$ cat src/rtl/ocp_hiccup_pkg.sv
package ocp_hiccup_pkg;

   typedef enum logic [1:0] {
      ST_RUN  = 2'b00,
      ST_WAIT = 2'b01,
      ST_NEG  = 2'b10
   } hic_state_e;

   function automatic int cnt_width(input int limit);
      return (limit < 2) ? 1 : $clog2(limit + 1);
   endfunction

endpackage

$ cat src/rtl/ocp_trip_tracker.sv
module ocp_trip_tracker #(
   parameter int TRIP_LIMIT   = 17,
   parameter int FLAG_HOLD_AT = 4,
   parameter int CW           = 5
) (
   input  logic          clk,
   input  logic          rst_n,
   input  logic          run,
   input  logic          cyc_start,
   input  logic          ocp_trip,
   input  logic          clr_cnt,
   input  logic          clr_flag,
   output logic [CW-1:0] cnt_q,
   output logic          kill_q,
   output logic          flag_q,
   output logic          limit_now
);
   localparam logic [CW-1:0] LIMIT_M1 = CW'(TRIP_LIMIT - 1);
   localparam logic [CW-1:0] HOLD_V   = CW'(FLAG_HOLD_AT);
   localparam logic [CW-1:0] ONE      = CW'(1);

   logic          hit_q;
   logic          base_hit;
   logic [CW-1:0] base_cnt;
   logic          new_trip;
   logic          clean_close;

   always_comb begin
      base_hit    = cyc_start ? 1'b0 : hit_q;
      clean_close = cyc_start && !hit_q;
      base_cnt    = clean_close ? '0 : cnt_q;
      new_trip    = run && ocp_trip && !base_hit;
      limit_now   = new_trip && (base_cnt == LIMIT_M1);
   end

   always_ff @(posedge clk or negedge rst_n) begin
      if (!rst_n) begin
         cnt_q  <= '0;
         hit_q  <= 1'b0;
         kill_q <= 1'b0;
      end else if (clr_cnt) begin
         cnt_q  <= '0;
         hit_q  <= 1'b0;
         kill_q <= 1'b0;
      end else if (run) begin
         cnt_q  <= new_trip ? base_cnt + ONE : base_cnt;
         hit_q  <= base_hit | new_trip;
         kill_q <= ocp_trip | (kill_q & !cyc_start);
      end
   end

   always_ff @(posedge clk or negedge rst_n) begin
      if (!rst_n) begin
         flag_q <= 1'b0;
      end else if (clr_flag) begin
         flag_q <= 1'b0;
      end else if (run && !clr_cnt) begin
         if (new_trip)
            flag_q <= 1'b1;
         else if (clean_close && (cnt_q < HOLD_V))
            flag_q <= 1'b0;
      end
   end

endmodule

$ cat src/rtl/ocp_hiccup_timer.sv
module ocp_hiccup_timer #(
   parameter int SS_TICKS     = 162500,
   parameter int WAIT_PERIODS = 4
) (
   input  logic clk,
   input  logic rst_n,
   input  logic active,
   output logic done
);
   logic tick_last;
   logic per_last;

   generate
      if (SS_TICKS > 1) begin : g_tick
         localparam int TW = $clog2(SS_TICKS);
         localparam logic [TW-1:0] TLAST = TW'(SS_TICKS - 1);
         logic [TW-1:0] tick_q;
         always_ff @(posedge clk or negedge rst_n) begin
            if (!rst_n)
               tick_q <= '0;
            else if (!active || tick_last)
               tick_q <= '0;
            else
               tick_q <= tick_q + TW'(1);
         end
         assign tick_last = (tick_q == TLAST);
      end else begin : g_notick
         assign tick_last = 1'b1;
      end

      if (WAIT_PERIODS > 1) begin : g_per
         localparam int PW = $clog2(WAIT_PERIODS);
         localparam logic [PW-1:0] PLAST = PW'(WAIT_PERIODS - 1);
         logic [PW-1:0] per_q;
         always_ff @(posedge clk or negedge rst_n) begin
            if (!rst_n)
               per_q <= '0;
            else if (!active)
               per_q <= '0;
            else if (tick_last && !per_last)
               per_q <= per_q + PW'(1);
         end
         assign per_last = (per_q == PLAST);
      end else begin : g_noper
         assign per_last = 1'b1;
      end
   endgenerate

   assign done = active && tick_last && per_last;

endmodule

$ cat src/rtl/ocp_hiccup_fsm.sv
module ocp_hiccup_fsm
   import ocp_hiccup_pkg::*;
(
   input  logic       clk,
   input  logic       rst_n,
   input  logic       neg_trip,
   input  logic       in_reg,
   input  logic       limit_now,
   input  logic       wait_done,
   output hic_state_e state_q,
   output logic       enter_neg,
   output logic       restart,
   output logic       ss_pulse_q
);
   hic_state_e state_d;

   always_comb begin
      state_d   = state_q;
      enter_neg = 1'b0;
      restart   = 1'b0;
      unique case (state_q)
         ST_RUN: begin
            if (neg_trip) begin
               state_d   = ST_NEG;
               enter_neg = 1'b1;
            end else if (limit_now) begin
               state_d = ST_WAIT;
            end
         end
         ST_WAIT: begin
            if (wait_done) begin
               state_d = ST_RUN;
               restart = 1'b1;
            end
         end
         ST_NEG: begin
            if (in_reg)
               state_d = ST_RUN;
         end
         default: state_d = ST_RUN;
      endcase
   end

   always_ff @(posedge clk or negedge rst_n) begin
      if (!rst_n) begin
         state_q    <= ST_RUN;
         ss_pulse_q <= 1'b0;
      end else begin
         state_q    <= state_d;
         ss_pulse_q <= restart;
      end
   end

endmodule

$ cat src/rtl/ocp_hiccup_ctrl.sv
module ocp_hiccup_ctrl
   import ocp_hiccup_pkg::*;
#(
   parameter int TRIP_LIMIT   = 17,
   parameter int FLAG_HOLD_AT = 4,
   parameter int WAIT_PERIODS = 4,
   parameter int SS_TICKS     = 162500,
   localparam int CW          = cnt_width(TRIP_LIMIT)
) (
   input  logic          clk,
   input  logic          rst_n,
   input  logic          cyc_start,
   input  logic          ocp_trip,
   input  logic          neg_trip,
   input  logic          vout_in_reg,
   output logic          hs_kill,
   output logic          sw_en,
   output logic          tri_req,
   output logic          ss_restart,
   output logic          oc_flag,
   output logic [1:0]    fault_state,
   output logic [CW-1:0] trip_count
);
   generate
      if (TRIP_LIMIT < 2) begin : g_bad_limit
         $error("TRIP_LIMIT must be at least 2");
      end
      if (FLAG_HOLD_AT < 1 || FLAG_HOLD_AT > TRIP_LIMIT) begin : g_bad_hold
         $error("FLAG_HOLD_AT must lie in 1..TRIP_LIMIT");
      end
      if (WAIT_PERIODS < 1 || SS_TICKS < 1) begin : g_bad_wait
         $error("WAIT_PERIODS and SS_TICKS must be positive");
      end
   endgenerate

   hic_state_e state_q;
   logic       run;
   logic       limit_now;
   logic       wait_done;
   logic       enter_neg;
   logic       restart;
   logic       kill_q;

   assign run = (state_q == ST_RUN);

   ocp_trip_tracker #(
      .TRIP_LIMIT   (TRIP_LIMIT),
      .FLAG_HOLD_AT (FLAG_HOLD_AT),
      .CW           (CW)
   ) trk_i (
      .clk       (clk),
      .rst_n     (rst_n),
      .run       (run),
      .cyc_start (cyc_start),
      .ocp_trip  (ocp_trip),
      .clr_cnt   (enter_neg | restart),
      .clr_flag  (restart),
      .cnt_q     (trip_count),
      .kill_q    (kill_q),
      .flag_q    (oc_flag),
      .limit_now (limit_now)
   );

   ocp_hiccup_timer #(
      .SS_TICKS     (SS_TICKS),
      .WAIT_PERIODS (WAIT_PERIODS)
   ) tmr_i (
      .clk    (clk),
      .rst_n  (rst_n),
      .active (state_q == ST_WAIT),
      .done   (wait_done)
   );

   ocp_hiccup_fsm fsm_i (
      .clk        (clk),
      .rst_n      (rst_n),
      .neg_trip   (neg_trip),
      .in_reg     (vout_in_reg),
      .limit_now  (limit_now),
      .wait_done  (wait_done),
      .state_q    (state_q),
      .enter_neg  (enter_neg),
      .restart    (restart),
      .ss_pulse_q (ss_restart)
   );

   assign hs_kill     = kill_q | !run;
   assign sw_en       = run;
   assign tri_req     = !run;
   assign fault_state = state_q;

endmodule

$ cat config.mk
export PLATFORM = sky130hd
export DESIGN_NAME = ocp_hiccup_ctrl
export DESIGN_NICKNAME = d
export VERILOG_FILES = /design/src/rtl/ocp_hiccup_pkg.sv /design/src/rtl/ocp_trip_tracker.sv /design/src/rtl/ocp_hiccup_timer.sv /design/src/rtl/ocp_hiccup_fsm.sv /design/src/rtl/ocp_hiccup_ctrl.sv
export SDC_FILE = /design/constraint.sdc
export NUM_CORES = 1
export LEC_CHECK = 0
export ABC_AREA = 1
export CORE_UTILIZATION = 52
export CTS_CLUSTER_SIZE = 16
export DETAILED_ROUTE_END_ITERATION = 10
export PLACE_DENSITY = 0.74
export SYNTH_ARGS = -nofsm -noshare
export SYNTH_HDL_FRONTEND = slang
export SYNTH_HIERARCHICAL = 1
export SYNTH_SLANG_ARGS = --single-unit
$ cat constraint.sdc
create_clock -name clk -period 4.65 [get_ports clk]
set_input_delay 0.465 -clock clk [delete_from_list [all_inputs] [get_ports clk]]
set_output_delay 0.465 -clock clk [all_outputs]
set_load 0.005 [all_outputs]
==> impl_metrics.ini <==
[run_status]
status = finished clean

[timing]
tightestPinTransition_ps = 492
period_share = 0.496
max_slew_margin = 0.671
fmax_ghz = 0.433
hold_viol = 0
skew_ps = 7.11
setup_viol = 0
fin_setup_tns_ps = 0
finalCriticalPeriod_ps = 2310
hold_slack_ps = 505
rsz0062_at_grt = false
slew_viol_final = 0

[synth]
synth_compound_area_frac = 0.0470
synthArstFlopShare = 1.00
netlist_area_sq_um = 1840
synth_seq_cells = 31
yosysMostFrequentCell = nand2_1
synth_xor_area_frac = 0.0429
ys_seq_area_frac = 0.422
synth_commonest_cells = nand2_1 (55), nor2_1 (49), dfrtp_1 (31), inv_1 (31), nand3_1 (18)
synth_top_area_share = 0.422
syn_nets = 261
ys_types = 24
synth_edf_count = 0
yosys.area_share.simple = 0.381
yosys-top-cells-area = dfrtp_1 (42%), nand2_1 (11%), nor2_1 (10%)
synth_top_family_by_area = simple AND/OR/NAND/NOR gates
synth_largest_area_cell = dfrtp_1
synth-main-ff-cell = dfrtp_1
synth.avg_cell_area_sq_um = 7.32
synthCells = 251
muxShareOfSynthArea = 0
yosysWarningCount = 6
synthAdderAreaFrac = 0.0272

[die]
core_region_area_sq_um = 3360
die_area_sq_um = 3770
ios = 18
die_h_um = 61.4
initial_core_util = 0.546
die_w_um = 61.4
rows = 21

[cells_and_area]
num_antenna_cells = 0
layout.nets = 285
syn_to_final_growth_pct = 15.9
drive_gt1_frac = 0.0978
regArea_sq_um = 776
num-fill-cells = 336
layoutNonFillerInstCount = 322
multi_input_area_sq_um = 915
fin_util = 0.633

[clock_network]
cts_num_sinks = 31
insertion_delay_ps = 330
cts.path.max_buffers = 2
cts_setup_buffers = 0
hold_buffers = 0
cts_made_buffers = 5
h-tree-depth = 2
clk_pin_slew_worst_paths_ps = 100
cts_tree = built
cts_resized = 0
clock-root-buffer = clkbuf_4

[global_routing]
grt_pass1_wl_um = 6320
grt_max_degree = 32
grt-ovfl-total = 0
first_global_vias = 1485
grt_usage = 0.235
antenna_found_initial = 0

[detailed_routing]
ant_nets = 0
wl_um = 3790
drc = 0
drt_first_pass_iters = 7
wl_per_cell_um = 11.8
vias = 1596
via_per_inst = 4.96
drtIter0Drc = 91

[worst_setup_path]
endpoint_kind = flip-flop
path_class = flip-flop to flip-flop
cp.required_ps = 4880
start_kind = flip-flop
path_max_fanout = 5
arrival_ps = 2540

[place]
place_inst = 314
gp_congestion = 0.828
io_buffers = 17
hpwl_um = 2810

[run]
cap_viol_max_count = 0

[power_and_ir_drop]
ir_drop_mv = 0.208
p_total_uw = 611
p_leak_nw = 0.935
power.density_nw_per_um2 = 287

[min_path]
hp-class = flip-flop to flip-flop
-- cell families (layout without fill, tap and decap cells) --
family | count (synthesis) | count (layout)
compound gates | 16 | 16
xor+xnor | 9 | 9
fa+ha+maj | 4 | 4
buf+inv | 37 | 62
flops | 31 | 31
simple gates | 154 | 154
-- power breakdown --
| part | internal [mW] | switching (mW) | leakage, nW |
|---|---|---|---|
| logic | 0.0592 | 0.0665 | 0.472 |
| registers | 0.285 | 0.0180 | 0.424 |
| clock network | 0.0889 | 0.0931 | 0.0386 |
| total | 0.434 | 0.178 | 0.935 |
-- metrics by stage --
| step | instance area (sq um) | setup slack [ps] |
|---|---|---|
| final | 2130 | 2340 |
| after global placement | 2060 | 2490 |
| after CTS | 2130 | 2340 |
| after global routing | 2130 | 2090 |
| after floorplan | 1840 | 2660 |
| after detailed placement | 2060 | 2360 |
-- placed cells by master, fill, tap and decap left out, drive strengths merged --
cell / netlist / layout
dfrtp: 31 / 31
inv: 36 / 36
o221ai: 1 / 1
buf: 1 / 1
xor2: 8 / 8
xnor2: 1 / 1
nand3: 19 / 19
a21oi: 5 / 5
or2: 2 / 2
nand2: 62 / 62
nor3b: 1 / 1
ha: 4 / 4
nand4: 6 / 6
nor2: 55 / 55
clkdlybuf4s50: 0 / 17
clkbuf: 0 / 8
nor3: 9 / 9
o21bai: 1 / 1
o21ai: 9 / 9
-- area by class of cell --
| class | count | area share |
|---|---|---|
| Clock buffer | 8 | 0.0323 |
| Inverter | 36 | 0.0635 |
| Multi-Input combinational cell | 183 | 0.429 |
| Sequential cell | 31 | 0.364 |
| Tap cell | 46 | 0.0270 |
| Timing Repair Buffer | 18 | 0.0834 |
-- state kept, by name (all words and copies together), names as in the netlist --
signal and count:
tmr_i/g_per.per_q 2, fsm_i/state_q 2, trk_i/kill_q 1, tmr_i/g_tick.tick_q 18
trk_i/cnt_q 5, trk_i/hit_q 1, fsm_i/ss_pulse_q 1, trk_i/flag_q 1
-- routing by layer --
metal,up-vias,wire length [um],global-route usage,part of all wire
met4,0,51,0.0952,0.013
met5,-,0,0,0
li1,832,-,-,-
met1,732,1860,0.320,0.49
met3,6,171,0.0504,0.045
met2,26,1710,0.365,0.45
-- critical path, cell delays in order (launching register included) --
cell,delay [ps]
dfrtp_1,400
ha_1,220
inv_1,50
nor2_1,80
nand2_1,80
nor2_2,120
nand3_2,110
nor3b_1,220
inv_1,80
nor3_1,230
or2_1,220
nor2_2,90
inv_1,120
a21oi_1,50
o21ai_1,70
nand2_1,60
-- final timing paths --
| check | start | to | slack (ps) | cells past startpoint |
|---|---|---|---|---|
| max | tmr_i/g_tick.tick_q[0]$_DFF_PN0_ | trk_i/cnt_q[1]$_DFFE_PN0P_ | 2340 | 15 |
| min | tmr_i/g_tick.tick_q[0]$_DFF_PN0_ | tmr_i/g_tick.tick_q[0]$_DFF_PN0_ | 510 | 1 |
| max reg2reg | tmr_i/g_tick.tick_q[0]$_DFF_PN0_ | trk_i/cnt_q[1]$_DFFE_PN0P_ | 2340 | 15 |
| min reg2reg | tmr_i/g_tick.tick_q[0]$_DFF_PN0_ | tmr_i/g_tick.tick_q[0]$_DFF_PN0_ | 510 | 1 |
| max in group asynchronous | rst_n | tmr_i/g_tick.tick_q[6]$_DFF_PN0_ | 3840 | 2 |
| min in group asynchronous | rst_n | tmr_i/g_tick.tick_q[12]$_DFF_PN0_ | 520 | 2 |
(Power assumes the default switching activity.)
